`config.mk`:
```
export PLATFORM = sky130hd
export DESIGN_NAME = banked_regfile
export DESIGN_NICKNAME = d
export VERILOG_FILES = /design/src/rtl/bankreg_pkg.sv /design/src/rtl/bank_select_gen.sv /design/src/rtl/reg_addr_map.sv /design/src/rtl/bank_storage.sv /design/src/rtl/banked_regfile.sv
export SDC_FILE = /design/constraint.sdc
export NUM_CORES = 2
export LEC_CHECK = 0
export ABC_AREA = 1
export BUFFER_PORTS_ARGS = -buffer_cell sky130_fd_sc_hd__buf_2
export CAP_MARGIN = 20
export CELL_PAD_IN_SITES_DETAIL_PLACEMENT = 0
export CELL_PAD_IN_SITES_GLOBAL_PLACEMENT = 1
export CORE_ASPECT_RATIO = 0.75
export CORE_MARGIN = 2
export CORE_UTILIZATION = 30
export CTS_BUF_LIST = sky130_fd_sc_hd__clkbuf_4 sky130_fd_sc_hd__clkbuf_8
export DETAILED_ROUTE_END_ITERATION = 12
export PLACE_DENSITY_LB_ADDON = 0.15
export REMOVE_ABC_BUFFERS = 1
export SLEW_MARGIN = 20
export SYNTH_ARGS = -nofsm -noshare
export SYNTH_HDL_FRONTEND = slang
export SYNTH_SLANG_ARGS = --single-unit
```
`constraint.sdc`:
```
create_clock -name clk -period 11 [get_ports clk]
set_input_delay 0.55 -clock clk [delete_from_list [all_inputs] [get_ports clk]]
set_output_delay 0.55 -clock clk [all_outputs]
set_load 0.005 [all_outputs]
```
`src/rtl/bankreg_pkg.sv`:
```
package bankreg_pkg;

    localparam int LOG_REGS   = 16;
    localparam int PHYS_REGS  = 25;
    localparam int LADDR_W    = $clog2(LOG_REGS);
    localparam int PADDR_W    = $clog2(PHYS_REGS);
    localparam int BSEL_W     = 5;

    // first logical register that is banked in fast-interrupt mode
    localparam int FIQ_LO     = 10;
    // first logical register banked in every mode
    localparam int ALL_LO     = 13;
    localparam int ALL_HI     = 14;

    // physical placement of the private copies
    localparam int FIQ_BASE   = LOG_REGS;            // fast interrupt
    localparam int IRQ_BASE   = FIQ_BASE + 5;        // interrupt
    localparam int SVC_BASE   = IRQ_BASE + 2;        // supervisor

    typedef enum logic [1:0] {
        MODE_USR = 2'b00,
        MODE_FIQ = 2'b01,
        MODE_IRQ = 2'b10,
        MODE_SVC = 2'b11
    } cpu_mode_e;

    // active-low selects, bit order matters for the output port
    typedef struct packed {
        logic user_n;
        logic svc_n;
        logic irq_n;
        logic fiq_n;
        logic gen_n;
    } bank_sel_t;

    typedef logic [LADDR_W-1:0] laddr_t;
    typedef logic [PADDR_W-1:0] paddr_t;

    function automatic bank_sel_t decode_mode(cpu_mode_e m);
        bank_sel_t s;
        s.user_n = (m != MODE_USR);
        s.svc_n  = (m != MODE_SVC);
        s.irq_n  = (m != MODE_IRQ);
        s.fiq_n  = (m != MODE_FIQ);
        s.gen_n  = (m == MODE_FIQ);
        return s;
    endfunction

    function automatic paddr_t offs(laddr_t a, int base, int lo);
        return paddr_t'(base + (int'(a) - lo));
    endfunction

endpackage

```
`src/rtl/bank_select_gen.sv`:
```
module bank_select_gen
    import bankreg_pkg::*;
(
    input  logic      clk,
    input  logic      rst,
    input  cpu_mode_e mode,
    input  logic      blk_xfer,
    input  logic      s_bit,
    input  logic      busb_en_n,
    output bank_sel_t sel,
    output logic      user_force
);

    cpu_mode_e eff_mode;

    always_comb begin
        user_force = blk_xfer & s_bit & ~busb_en_n;
        eff_mode   = user_force ? MODE_USR : mode;
        sel        = decode_mode(eff_mode);
    end


    one_bank_chk: assert property (@(posedge clk) disable iff (rst)
        $countones({sel.user_n, sel.svc_n, sel.irq_n, sel.fiq_n}) == 3);


    gen_fiq_excl_chk: assert property (@(posedge clk) disable iff (rst)
        sel.gen_n != sel.fiq_n);


    ovr_user_chk: assert property (@(posedge clk) disable iff (rst)
        (blk_xfer && s_bit && !busb_en_n) |-> (!sel.user_n && !sel.gen_n));

endmodule

```
`src/rtl/reg_addr_map.sv`:
```
module reg_addr_map
    import bankreg_pkg::*;
(
    input  logic      clk,
    input  logic      rst,
    input  laddr_t    laddr,
    input  bank_sel_t sel,
    output paddr_t    paddr
);

    logic mid_bank;
    logic top_bank;

    always_comb begin
        mid_bank = (int'(laddr) >= FIQ_LO) && (int'(laddr) < ALL_LO);
        top_bank = (int'(laddr) >= ALL_LO) && (int'(laddr) <= ALL_HI);
        paddr    = paddr_t'(laddr);
        if (mid_bank) begin
            // only the general / fast-interrupt pair decides here
            if (!sel.gen_n)
                paddr = paddr_t'(laddr);
            else
                paddr = offs(laddr, FIQ_BASE, FIQ_LO);
        end else if (top_bank) begin
            unique case ({sel.user_n, sel.svc_n, sel.irq_n, sel.fiq_n})
                4'b0111: paddr = paddr_t'(laddr);
                4'b1110: paddr = offs(laddr, FIQ_BASE, FIQ_LO);
                4'b1101: paddr = offs(laddr, IRQ_BASE, ALL_LO);
                4'b1011: paddr = offs(laddr, SVC_BASE, ALL_LO);
                default: paddr = paddr_t'(laddr);
            endcase
        end
    end


    paddr_range_chk: assert property (@(posedge clk) disable iff (rst)
        int'(paddr) < PHYS_REGS);

endmodule

```
`src/rtl/bank_storage.sv`:
```
module bank_storage
    import bankreg_pkg::*;
#(
    parameter int DATA_W = 32
) (
    input  logic              clk,
    input  logic              rst,
    input  logic              we,
    input  paddr_t            waddr,
    input  logic [DATA_W-1:0] wdata,
    input  paddr_t            raddr_a,
    output logic [DATA_W-1:0] rdata_a,
    input  paddr_t            raddr_b,
    output logic [DATA_W-1:0] rdata_b
);

    logic [DATA_W-1:0] words [PHYS_REGS];

    generate
        for (genvar i = 0; i < PHYS_REGS; i++) begin : g_word
            always_ff @(posedge clk) begin
                if (rst)
                    words[i] <= '0;
                else if (we && (int'(waddr) == i))
                    words[i] <= wdata;
            end
        end
    endgenerate

    always_comb begin
        rdata_a = (int'(raddr_a) < PHYS_REGS) ? words[raddr_a] : '0;
        rdata_b = (int'(raddr_b) < PHYS_REGS) ? words[raddr_b] : '0;
    end


    write_land_chk: assert property (@(posedge clk) disable iff (rst)
        (we && !$past(rst) && int'(waddr) < PHYS_REGS) |=> (words[$past(waddr)] == $past(wdata)));

endmodule

```
`src/rtl/banked_regfile.sv`:
```
module banked_regfile
    import bankreg_pkg::*;
#(
    parameter int DATA_W = 32
) (
    input  logic              clk,
    input  logic              rst,
    input  logic [1:0]        mode,
    input  logic              blk_xfer,
    input  logic              s_bit,
    input  logic              busb_en_n,
    input  logic [3:0]        rd_a_addr,
    output logic [DATA_W-1:0] rd_a_data,
    input  logic [3:0]        rd_b_addr,
    output logic [DATA_W-1:0] rd_b_data,
    input  logic              wr_en,
    input  logic [3:0]        wr_addr,
    input  logic [DATA_W-1:0] wr_data,
    output logic [4:0]        bank_sel_n
);

    localparam int NPORTS = 3;   // read A, read B, write

    bank_sel_t sel_s;
    logic      user_force;
    laddr_t    map_in  [NPORTS];
    paddr_t    map_out [NPORTS];

    bank_select_gen u_sel (
        .clk        (clk),
        .rst        (rst),
        .mode       (cpu_mode_e'(mode)),
        .blk_xfer   (blk_xfer),
        .s_bit      (s_bit),
        .busb_en_n  (busb_en_n),
        .sel        (sel_s),
        .user_force (user_force)
    );

    assign map_in[0] = rd_a_addr;
    assign map_in[1] = rd_b_addr;
    assign map_in[2] = wr_addr;

    generate
        for (genvar p = 0; p < NPORTS; p++) begin : g_map
            reg_addr_map u_map (
                .clk   (clk),
                .rst   (rst),
                .laddr (map_in[p]),
                .sel   (sel_s),
                .paddr (map_out[p])
            );
        end
    endgenerate

    bank_storage #(.DATA_W(DATA_W)) u_store (
        .clk     (clk),
        .rst     (rst),
        .we      (wr_en),
        .waddr   (map_out[2]),
        .wdata   (wr_data),
        .raddr_a (map_out[0]),
        .rdata_a (rd_a_data),
        .raddr_b (map_out[1]),
        .rdata_b (rd_b_data)
    );

    assign bank_sel_n = sel_s;


    unbanked_map_chk: assert property (@(posedge clk) disable iff (rst)
        (rd_a_addr < 4'd10 || rd_a_addr == 4'd15) |-> (map_out[0] == paddr_t'(rd_a_addr)));


    force_map_chk: assert property (@(posedge clk) disable iff (rst)
        (user_force && wr_addr < 4'd10) |-> (map_out[2] == paddr_t'(wr_addr)));

endmodule

```
==> impl_table.tex <==
\begin{tabular}{lr}
\hline
Metric & Value \\
\hline
\multicolumn{2}{l}{\textbf{Clock tree}} \\
\quad CTS sink count & 800 \\
\quad CTS Root Buffer Type & sky130\_fd\_sc\_hd\_\_clkbuf\_8 \\
\quad Buffers inserted during post-CTS setup optimization & 0 \\
\quad Clock tree from TritonCTS & yes \\
\quad Maximum number of buffers from clock root to sink & 3 \\
\quad Number of hold buffers added after cts & 0 \\
\quad H-tree levels & 4 \\
\quad Clock transition at the registers of the reported paths & 60 ps \\
\quad Number of buffers inserted during clock tree synthesis & 147 \\
\quad Count of instances resized after the clock tree is built & 0 \\
\multicolumn{2}{l}{\textbf{Power and ir drop}} \\
\quad Leakage Power & 21.3 nW \\
\quad Power density over the cells & 161 nW/um2 \\
\quad Total power & 8.39 mW \\
\quad Worst supply voltage drop on vdd & 116 uV \\
\multicolumn{2}{l}{\textbf{Timing}} \\
\quad Worst slew margin & 23.8\% \\
\quad Smallest hold slack & 300 ps \\
\quad Endpoints failing hold & 0 \\
\quad Unrepaired setup endpoints after global routing & no \\
\quad Number of endpoints failing setup at the final stage & 0 \\
\quad Number of pins exceeding their max-slew limit in the final report & 0 \\
\quad Pin slew with the least headroom to its limit & 1140 ps \\
\quad Share of the clock period used by the worst path after layout & 58.2\% \\
\quad Shortest clock period the worst path allows after layout & 6410 ps \\
\quad Maximum clock frequency & 156 MHz \\
\multicolumn{2}{l}{\textbf{Worst setup path}} \\
\quad Endpoint of the worst setup timing path & rd\_b\_data[12] \\
\quad Classification of the worst setup path & input pin to output port \\
\quad Critical path required time & 10,450 ps \\
\quad Crit. End Element & output port \\
\quad Largest incremental delay on the critical path & 580 ps \\
\quad Critical Path Source & rd\_b\_addr[0] \\
\quad Data arrival time of the critical path & 5860 ps \\
\quad Largest driver fanout on the critical path & 33 \\
\quad Critical Path Slowest Stage Cell & sky130\_fd\_sc\_hd\_\_buf\_4 \\
\quad Critical Path, Cell by Cell & buf\_8 -> inv\_1 -> ha\_1 -> inv\_1 -> ha\_1 -> nand2\_1 -> nand2\_1 -> nor2\_1 -> nand2\_1 -> nand3\_1 -> nand3b\_1 -> nand2\_2 -> buf\_4 -> inv\_2 -> buf\_4 -> nand3\_2 -> inv\_1 -> nand2\_2 -> buf\_4 -> nand3\_1 -> nor2\_1 -> buf\_2 \\
\quad Critical path startpoint category & input pin \\
\multicolumn{2}{l}{\textbf{Global routing}} \\
\quad Pin count of the biggest net entering global routing & 174 \\
\quad Via count of the first global-routing pass & 39,700 \\
\quad Global-route wire length before repair & 311,000 um \\
\quad Total congestion overflow & 0 \\
\quad GRT Util Overall & 26.9\% \\
\quad Antenna violations before repair & 5 \\
\multicolumn{2}{l}{\textbf{Detailed routing}} \\
\quad Post-detailed-routing wire length & 221,000 um \\
\quad Initial detailed-routing violation count & 4,538 \\
\quad Detail-routed net length per standard cell & 27.5 um \\
\quad Vias per cell & 5.32 \\
\quad Number of search-and-repair iterations in the first detailed-routing pass & 6 \\
\quad Vias after detailed routing & 42,800 \\
\quad Drt drc & 0 \\
\quad Remaining number of nets flagged by the antenna check after routing & 0 \\
\multicolumn{2}{l}{\textbf{Yosys}} \\
\quad Mapped Area & 47,300 um2 \\
\quad Syn\_area\_per\_cell & 7.90 um2 \\
\quad Sequential element share of the synthesized area & 50.8\% \\
\quad Synth Register Bits & 800 \\
\quad Post-Synthesis Cells & 5,990 \\
\quad Ys Warns & 0 \\
\quad Number of different library cells in the post-synthesis netlist & 40 \\
\multicolumn{2}{l}{\textbf{Outcome}} \\
\quad Result of the run & completed \\
\multicolumn{2}{l}{\textbf{Place}} \\
\quad Number of port buffers & 120 \\
\quad Routability Congestion & 0.799 \\
\quad Half-perimeter wire length after placement & 115,000 um \\
\quad Instance count after placement with tap cells included & 7,797 \\
\multicolumn{2}{l}{\textbf{Worst hold path}} \\
\quad Class of the tightest hold or removal check & input pin to register \\
\quad Launch instance of the worst min-delay path & wr\_data[6] \\
\multicolumn{2}{l}{\textbf{Cells and area}} \\
\quad Count of fill cells added during filler insertion & 16,600 \\
\quad Fraction of final layout cells sized beyond drive strength 1 & 9.80\% \\
\quad Registers with the highest flip-flop counts & u\_store.words (800) \\
\quad Finished Core Util & 33.3\% \\
\quad Post-route non-filler standard cell count & 8,051 \\
\quad Flip-flop count of the largest register, all copies and words added & 800 \\
\quad Layout overhead on the synthesized area & 10.4\% \\
\quad Total number of nets in the final design & 5,913 \\
\quad Top reg by flops & u\_store.words \\
\multicolumn{2}{l}{\textbf{Floorplanning}} \\
\quad Floorplan die area & 161,000 um2 \\
\quad Horiz. Die Dim & 463 um \\
\quad Starting Density & 30.1\% \\
\quad Count of pins on the block boundary & 121 \\
\quad DIE HEIGHT & 348 um \\
\quad Placeable Area & 157,000 um2 \\
\quad Number of core rows & 126 \\
\multicolumn{2}{l}{\textbf{Flow run}} \\
\quad Count of max-cap constraint violations & 0 \\
\hline
\end{tabular}
[Yosys cell counts (all sizes together)]
master | instances | area share [%]
mux2i | 61 | 1.3
o311ai | 1 | 0.019
o21ai | 720 | 7.6
ha | 24 | 0.63
o2111ai | 31 | 0.57
a21oi | 43 | 0.47
xnor2 | 2 | 0.037
nor3b | 1 | 0.016
nand4 | 204 | 2.7
edfxtp | 800 | 51
buf | 183 | 2.1
nand2 | 1427 | 11
o2bb2ai | 1 | 0.019
nand3b | 3 | 0.048
clkbuf | 341 | 2.7
nor2 | 1053 | 8.6
xor2 | 3 | 0.056
clkinv | 35 | 0.28
or2 | 33 | 0.44
o211ai | 36 | 0.58
a211o | 1 | 0.019
inv | 388 | 3.1
nand3 | 599 | 6.6
[metal layers]
layer / vias to the layer above / part of all wire, % / global-route usage, %
met2: 1735 / 43 / 40.5
met1: 21100 / 47 / 39.3
li1: 19700 / - / -
met4: 4 / 3.0 / 9.14
met3: 289 / 7.1 / 3.82
met5: - / 0.012 / 0
[layout by cell type, fill, tap and decap left out, types with 10 or more instances in the layout]
| master | instances |
|---|---|
| sky130_fd_sc_hd__clkbuf_8 | 151 |
| sky130_fd_sc_hd__edfxtp_1 | 800 |
| sky130_fd_sc_hd__nor2_4 | 10 |
| sky130_fd_sc_hd__o211ai_1 | 35 |
| sky130_fd_sc_hd__nor2_2 | 10 |
| sky130_fd_sc_hd__or2_2 | 33 |
| sky130_fd_sc_hd__inv_1 | 377 |
| sky130_fd_sc_hd__mux2i_1 | 61 |
| sky130_fd_sc_hd__o21ai_0 | 712 |
| sky130_fd_sc_hd__nand4_1 | 204 |
| sky130_fd_sc_hd__clkinv_1 | 62 |
| sky130_fd_sc_hd__nand3_2 | 18 |
| sky130_fd_sc_hd__o2111ai_1 | 31 |
| sky130_fd_sc_hd__a21oi_1 | 40 |
| sky130_fd_sc_hd__nor2_1 | 1031 |
| sky130_fd_sc_hd__nand2_1 | 1391 |
| sky130_fd_sc_hd__ha_1 | 24 |
| sky130_fd_sc_hd__nand3_1 | 574 |
| sky130_fd_sc_hd__buf_4 | 89 |
| sky130_fd_sc_hd__nand2_2 | 29 |
| sky130_fd_sc_hd__clkbuf_4 | 54 |
| sky130_fd_sc_hd__inv_2 | 10 |
| sky130_fd_sc_hd__buf_2 | 118 |
[kinds of logic after synthesis]
kind of cell,Yosys count,share of synthesized area (%)
DFF,800,50.8
muxes,61,1.29
adders and majority gates,24,0.635
buffers and inverters,947,8.14
AOI/OAI and AO/OA,833,9.33
xor gates and xnor gates,5,0.0926
and+or+nand+nor,3320,29.8
[how the worst min path moves through the flow]
| stage | end | slack (ps) | cells past startpoint |
|---|---|---|---|
| after detailed placement | u_store.words[12][23]$_SDFFCE_PN0P_ | 1190 | 3 |
| after global routing | u_store.words[9][23]$_SDFFCE_PN0P_ | 270 | 3 |
| after floorplan | u_store.words[12][11]$_SDFFCE_PN0P_ | 1050 | 2 |
| after global placement | rd_a_data[27] | 1320 | 5 |
| final | u_store.words[11][6]$_SDFFCE_PN0P_ | 300 | 3 |
| after CTS | u_store.words[11][23]$_SDFFCE_PN0P_ | 200 | 3 |
[power by group]
group | internal (mW) | switching (mW)
Combinational | 0.465 | 1.45
Sequential | 3.56 | 0.0732
Clock | 1.46 | 1.38
Total | 5.49 | 2.90
[through the flow]
stage                     setup TNS (ps)  area, um2  setup slack [ps]
after global routing                   0      52300              4370
after floorplan                  -382710      45100            -11960
after CTS                              0      52200              4570
after global placement                 0      49400              4290
after detailed placement               0      49500              4580
final                                  0      52300              4590
[final cells by class]
type / instances / area, um2 / share of cell area [%]
Tap cell: 2112 / 2640 / 5.06
Inverter: 423 / 1600 / 3.06
Clock buffer: 205 / 2480 / 4.75
Antenna cell: 3 / 7.51 / 0.0144
Clock inverter: 43 / 219 / 0.419
Timing Repair Buffer: 222 / 1570 / 3.00
Multi-Input combinational cell: 4243 / 19700 / 37.7
Sequential cell: 800 / 24000 / 46.0
[worst max-delay path, delay by kind of cell]
family                   cells  cell delay [ps]
adder cells (fa/ha/maj)      2              680
AND/OR/NAND/NOR             11             1790
buffers and inverters        9             2710
(Power assumes the default switching activity.)
